--- src/rtl/timer_pkg.sv ---
`timescale 1ns/1ps
package timer_pkg;
  localparam int ADDR_W = 3;

  typedef enum logic [ADDR_W-1:0] {
    ADDR_CTL  = 3'd0,
    ADDR_EVT  = 3'd1,
    ADDR_FLAG = 3'd2,
    ADDR_DIV  = 3'd3,
    ADDR_TOP  = 3'd4,
    ADDR_CNT  = 3'd5
  } regAddr_e;

  // control bit positions
  localparam int CTL_RUN  = 0;
  localparam int CTL_DOWN = 1;
  localparam int CTL_IEN  = 2;

  // strobes from control to datapath
  typedef struct packed {
    logic run;
    logic down;
    logic forceUpd;
  } tmrCtl_t;
endpackage

--- src/rtl/timer_ctrl.sv ---
`timescale 1ns/1ps
module timer_ctrl
  import timer_pkg::*;
#(
  parameter int CNT_W = 32,
  parameter int PSC_W = 16
) (
  input  logic                  clk,
  input  logic                  rstN,
  input  logic [ADDR_W-1:0]     regAddr,
  input  logic                  regWrite,
  input  logic [CNT_W-1:0]      regWdata,
  input  logic [CNT_W-1:0]      cntVal,
  input  logic                  updEvent,
  output tmrCtl_t               ctl,
  output logic [PSC_W-1:0]      pscPre,
  output logic [CNT_W-1:0]      reloadVal,
  output logic                  updFlag,
  output logic                  updIrq,
  output logic [CNT_W-1:0]      regRdata
);
  logic runBit, downBit, ienBit, ugPending;
  logic wrCtl, wrEvt, wrFlag, wrDiv, wrTop;

  assign wrCtl  = regWrite && (regAddr == ADDR_CTL);
  assign wrEvt  = regWrite && (regAddr == ADDR_EVT);
  assign wrFlag = regWrite && (regAddr == ADDR_FLAG);
  assign wrDiv  = regWrite && (regAddr == ADDR_DIV);
  assign wrTop  = regWrite && (regAddr == ADDR_TOP);

  always_ff @(posedge clk) begin
    if (!rstN) begin
      runBit    <= 1'b0;
      downBit   <= 1'b0;
      ienBit    <= 1'b0;
      ugPending <= 1'b0;
      updFlag   <= 1'b0;
      pscPre    <= '0;
      reloadVal <= '1;
    end else begin
      if (wrCtl) begin
        runBit  <= regWdata[CTL_RUN];
        downBit <= regWdata[CTL_DOWN];
        ienBit  <= regWdata[CTL_IEN];
      end
      // pending bit lives for one cycle only
      ugPending <= wrEvt && regWdata[0];
      if (wrDiv) pscPre    <= regWdata[PSC_W-1:0];
      if (wrTop) reloadVal <= regWdata;
      // a new update wins over a clear in the same cycle
      if (updEvent)                    updFlag <= 1'b1;
      else if (wrFlag && !regWdata[0]) updFlag <= 1'b0;
    end
  end

  assign ctl.run      = runBit;
  assign ctl.down     = downBit;
  assign ctl.forceUpd = ugPending;
  assign updIrq       = updFlag && ienBit;

  always_comb begin
    regRdata = '0;
    unique case (regAddr)
      ADDR_CTL: begin
        regRdata[CTL_RUN]  = runBit;
        regRdata[CTL_DOWN] = downBit;
        regRdata[CTL_IEN]  = ienBit;
      end
      ADDR_EVT:  regRdata[0] = ugPending;
      ADDR_FLAG: regRdata[0] = updFlag;
      ADDR_DIV:  regRdata[PSC_W-1:0] = pscPre;
      ADDR_TOP:  regRdata = reloadVal;
      ADDR_CNT:  regRdata = cntVal;
      default:   regRdata = '0;
    endcase
  end
endmodule

--- src/rtl/timer_datapath.sv ---
`timescale 1ns/1ps
module timer_datapath
  import timer_pkg::*;
#(
  parameter int CNT_W = 32,
  parameter int PSC_W = 16
) (
  input  logic             clk,
  input  logic             rstN,
  input  tmrCtl_t          ctl,
  input  logic [PSC_W-1:0] pscPre,
  input  logic [CNT_W-1:0] reloadVal,
  output logic [CNT_W-1:0] cntVal,
  output logic             updEvent
);
  logic [PSC_W-1:0] actPsc;
  logic [PSC_W-1:0] divCnt;
  logic             tick;
  logic             wrapHit;
  logic [CNT_W-1:0] restartVal;

  assign tick       = ctl.run && (divCnt == actPsc);
  assign wrapHit    = ctl.down ? (cntVal == '0) : (cntVal == reloadVal);
  assign updEvent   = ctl.forceUpd || (tick && wrapHit);
  assign restartVal = ctl.down ? reloadVal : '0;

  always_ff @(posedge clk) begin
    if (!rstN) begin
      actPsc <= '0;
      divCnt <= '0;
      cntVal <= '0;
    end else if (updEvent) begin
      actPsc <= pscPre;
      divCnt <= '0;
      cntVal <= restartVal;
    end else if (ctl.run) begin
      if (tick) begin
        divCnt <= '0;
        cntVal <= ctl.down ? cntVal - 1'b1 : cntVal + 1'b1;
      end else begin
        divCnt <= divCnt + 1'b1;
      end
    end
  end
endmodule

--- src/rtl/shadow_timer.sv ---
`timescale 1ns/1ps
module shadow_timer
  import timer_pkg::*;
#(
  parameter int CNT_W = 32,
  parameter int PSC_W = 16
) (
  input  logic              clk,
  input  logic              rstN,
  input  logic [ADDR_W-1:0] regAddr,
  input  logic              regWrite,
  input  logic [CNT_W-1:0]  regWdata,
  output logic [CNT_W-1:0]  regRdata,
  output logic              updIrq
);
  tmrCtl_t          ctl;
  logic [PSC_W-1:0] pscPre;
  logic [CNT_W-1:0] reloadVal;
  logic [CNT_W-1:0] cntVal;
  logic             updEvent;
  logic             updFlag;

  timer_ctrl #(.CNT_W(CNT_W), .PSC_W(PSC_W)) i_ctrl (
    .clk(clk), .rstN(rstN), .regAddr(regAddr), .regWrite(regWrite),
    .regWdata(regWdata), .cntVal(cntVal), .updEvent(updEvent),
    .ctl(ctl), .pscPre(pscPre), .reloadVal(reloadVal),
    .updFlag(updFlag), .updIrq(updIrq), .regRdata(regRdata)
  );

  timer_datapath #(.CNT_W(CNT_W), .PSC_W(PSC_W)) i_dp (
    .clk(clk), .rstN(rstN), .ctl(ctl), .pscPre(pscPre),
    .reloadVal(reloadVal), .cntVal(cntVal), .updEvent(updEvent)
  );
endmodule

--- config.mk ---
export PLATFORM = sky130hd
export DESIGN_NAME = shadow_timer
export DESIGN_NICKNAME = d
export VERILOG_FILES = /design/src/rtl/timer_pkg.sv /design/src/rtl/timer_ctrl.sv /design/src/rtl/timer_datapath.sv /design/src/rtl/shadow_timer.sv
export SDC_FILE = /design/constraint.sdc
export NUM_CORES = 1
export LEC_CHECK = 0
export BUFFER_PORTS_ARGS = -buffer_cell sky130_fd_sc_hd__buf_2
export CORE_ASPECT_RATIO = 0.75
export CORE_MARGIN = 2
export CORE_UTILIZATION = 50
export DETAILED_ROUTE_END_ITERATION = 8
export PLACE_DENSITY_LB_ADDON = 0.2
export SLEW_MARGIN = 0
export SYNTH_ARGS = -nofsm -noshare
export SYNTH_HDL_FRONTEND = slang
export SYNTH_SLANG_ARGS = --single-unit
--- constraint.sdc ---
create_clock -name clk -period 4.1 [get_ports clk]
set_input_delay 0.82 -clock clk [delete_from_list [all_inputs] [get_ports clk]]
set_output_delay 0.82 -clock clk [all_outputs]
set_load 0.005 [all_outputs]
==> flow_summary.yaml <==
synthesis:
  synth_fp_nets: 986
  ys_seq_elements: 117
  syn_avg_cell_area_sq_um: 8.00
  yosys_warnings: 0
  syn_area_sq_mm: 0.00733
  async_reset_ff_share_pct: 0
  netlist_instances: 916
  synth-xor-area-share_pct: 10.6
  synth-compound-area-share_pct: 19.9
  yosysUniqueCellTypes: 64
  muxShareOfSynthArea_pct: 5.50
  synth-edff-count: 0
  synth_top_family_by_area: "simple AND/OR/NAND/NOR gates"
  synth_simple_gate_area_share_pct: 22.8
  ys.flop_type: "dfxtp_1"
  synth-adder-area-share_pct: 5.57
  yosysSeqAreaShare_pct: 32.0
cts:
  cts_tree: "yes"
  ctsHoldBuffers: 0
  cts_setup_buffers: 0
  cts_root_buf: "clkbuf_16"
  cts_max_level: 4
  clock-sinks: 117
  clk_latency_ns: 0.42
  clk_pin_slew_ns: 0.06
  numCtsBuffers: 17
  cts_resized: 0
  cts_buffer_depth: 2
finish:
  drive_gt1_share_pct: 13.3
  area_delta_synth_final_pct: 14.3
  regArea_sq_mm: 0.00234
  nFillCells: 1307
  multiInputGateArea_sq_mm: 0.00473
  nets: 1031
  diodes: 0
  layout.cells.non_filler: 1174
timing:
  finalSetupViolCount: 0
  slew_violations: 0
  worst_pin_slew_ns: 1.17
  hold_viol: 0
  relSlewSlack_pct: 22.0
  period_share_pct: 82.1
  max_clock_freq_mhz: 297
  finClkSkew_ns: 0.0121
  fin_tns_setup_ns: 0
  layout_min_cycle_time_ns: 3.37
  rsz0062_at_grt: "false"
place:
  io_buffers: 70
  gp_congestion: 0.931
  dp.cells: 1142
  dp_hpwl_microns: 15700
pwr:
  powerDensity_mw_per_mm2: 354
  irDropWorstVdd_mv: 0.358
  p_leak_nw: 3.64
worst_setup_path:
  worstSetupPathType: "reg2reg"
  cp_max_fo: 39
  end_kind: "register"
  r2r_setup_slack_ns: 0.73
  cp-start-kind: "register"
  crit_required_ns: 4.39
  cp.arrival_ns: 3.66
grt:
  grt_pass1_wl_microns: 34400
  grt_max_degree: 50
  grt_usage_pct: 28.5
  antenna_found_initial: 0
  grt_remaining_overflow: 0
  grt_pass1_vias: 6275
routing:
  wl_microns: 21600
  drc: 0
  ant_nets: 0
  drt_pass1_iterations: 5
  wl_per_cell_microns: 18.4
  viasPerCell: 5.98
  vias: 7015
  drt-initial-drc-count: 686
die:
  ioPinCount: 71
  design.die.area_sq_mm: 0.0156
  start_util_pct: 50.9
  fp.coreArea_sq_mm: 0.0144
  die_x_microns: 144
  num_rows: 38
  die_h_microns: 109
min_path:
  hold_path_class: "reg2reg"
job:
  cap_viol_max_count: 0
status:
  status: "complete, no violations"
[worst max-delay path, stage by stage, from the launching register on]
cell and delay (ns):
dfxtp_2 0.86, ha_1 0.44, a21oi_1 0.24, o21ai_0 0.15
a21oi_1 0.16, a21boi_0 0.40, o211ai_1 0.22, a311oi_2 0.38
o21ai_0 0.15, xnor2_1 0.14, o21ai_0 0.08
[metrics by stage]
| step | area [sq um] | power [mW] | setup WS, ns | hold WS, ns | util (%) |
|---|---|---|---|---|---|
| finish | 8380 | 2.97 | 0.733 | 0.479 | 58.2 |
| global route | 8380 | 3.06 | 0.409 | 0.506 | 58.2 |
| CTS | 8380 | 2.97 | 0.778 | 0.478 | 58.2 |
| detailed placement | 7790 | 1.49 | 0.789 | 0.472 | 54.1 |
| global placement | 7790 | 1.49 | 0.880 | 0.464 | 54.1 |
| floorplan | 7330 | 1.39 | 1.00 | 0.449 | - |
[cells by family (layout without fill, tap and decap cells)]
group / Yosys count / count (layout)
xor+xnor: 89 / 89
buf+inv: 62 / 120
flops: 117 / 117
compound gates: 209 / 209
simple gates: 367 / 367
fa+ha+maj: 32 / 32
mux: 40 / 40
[synthesized netlist by cell type (all sizes together) (2+ instances only)]
| cell type | count | share of area [%] |
|---|---|---|
| clkbuf | 45 | 2.3 |
| nand2 | 127 | 6.5 |
| o211a | 2 | 0.27 |
| mux2i | 38 | 5.2 |
| or2 | 2 | 0.17 |
| nand3 | 54 | 3.7 |
| a32oi | 2 | 0.24 |
| o21bai | 3 | 0.36 |
| a21o | 24 | 2.5 |
| ha | 31 | 5.3 |
| xor2 | 49 | 5.9 |
| a22oi | 13 | 1.3 |
| and2 | 7 | 0.60 |
| a31oi | 7 | 0.60 |
| xnor2 | 40 | 4.8 |
| buf | 11 | 1.0 |
| nor4b | 2 | 0.24 |
| a22o | 26 | 3.1 |
| and3 | 13 | 1.1 |
| nor4 | 14 | 1.2 |
| inv | 6 | 0.31 |
| nand4 | 14 | 1.2 |
| dfxtp | 117 | 32 |
| a21oi | 56 | 3.9 |
| nor2 | 89 | 4.6 |
| o22ai | 5 | 0.43 |
| mux2 | 2 | 0.31 |
| a21boi | 2 | 0.26 |
| nand2b | 11 | 0.94 |
| o21a | 4 | 0.41 |
| nor3 | 23 | 1.6 |
| a211oi | 6 | 0.68 |
| o41ai | 2 | 0.24 |
| o211ai | 3 | 0.38 |
| nor2b | 7 | 0.60 |
| a311oi | 12 | 1.5 |
| o21ai | 32 | 2.2 |
[report_power, final]
part | leakage [nW] | internal, mW | switching [mW] | total, mW
clock | 0.287 | 0.917 | 0.574 | 1.49
sequential | 0.948 | 1.16 | 0.0443 | 1.21
combinational | 2.41 | 0.109 | 0.160 | 0.269
total | 3.64 | 2.19 | 0.778 | 2.97
[cells in the final DEF (no fill, tap or decap), types with 14 or more instances in the layout]
master / n
a21o_1: 24
a21oi_1: 55
a22o_1: 26
buf_2: 70
clkbuf_16: 17
dfxtp_1: 116
ha_1: 31
mux2i_1: 38
nand2_1: 127
nand3_1: 54
nand4_1: 14
nor2_1: 89
nor3_1: 23
nor4_1: 14
o21ai_0: 29
xnor2_1: 40
xor2_1: 49
[area by class of cell]
| class | count | area share, % |
|---|---|---|
| flip-flops and latches | 117 | 28.0 |
| clock inverters | 14 | 1.81 |
| inverters | 6 | 0.269 |
| repair buffers | 82 | 5.26 |
| multi-input cells | 737 | 56.5 |
| clock buffers | 18 | 5.24 |
| well taps | 200 | 2.99 |
[path summary, 6_finish.rpt]
| kind | startpoint | end | cells after the start |
|---|---|---|---|
| max | i_ctrl.downBit$_SDFFE_PN0P_ | i_dp.cntVal[28]$_SDFFE_PN0P_ | 10 |
| min | i_ctrl.pscPre[15]$_SDFFE_PN0P_ | i_ctrl.pscPre[15]$_SDFFE_PN0P_ | 2 |
| max reg2reg | i_ctrl.downBit$_SDFFE_PN0P_ | i_dp.cntVal[28]$_SDFFE_PN0P_ | 10 |
| min reg2reg | i_ctrl.pscPre[15]$_SDFFE_PN0P_ | i_ctrl.pscPre[15]$_SDFFE_PN0P_ | 2 |
[routing by layer]
layer	global-route usage [%]	up-vias	routed length [microns]
li1	-	3368	-
met1	42.6	3342	10400
met2	41.9	292	9110
met3	5.97	13	1980
met4	6.23	0	135
met5	0	-	0
[state kept, by name (all words and copies together) (netlist names)]
signal and cells:
i_ctrl.updFlag 1, i_ctrl.runBit 1, i_ctrl.downBit 1, i_dp.cntVal 32, i_ctrl.ugPending 1, i_dp.actPsc 16, i_ctrl.reloadVal 32, i_ctrl.ienBit 1
i_dp.divCnt 16, i_ctrl.pscPre 16
No activity file was read; power rests on OpenSTA's default activity.
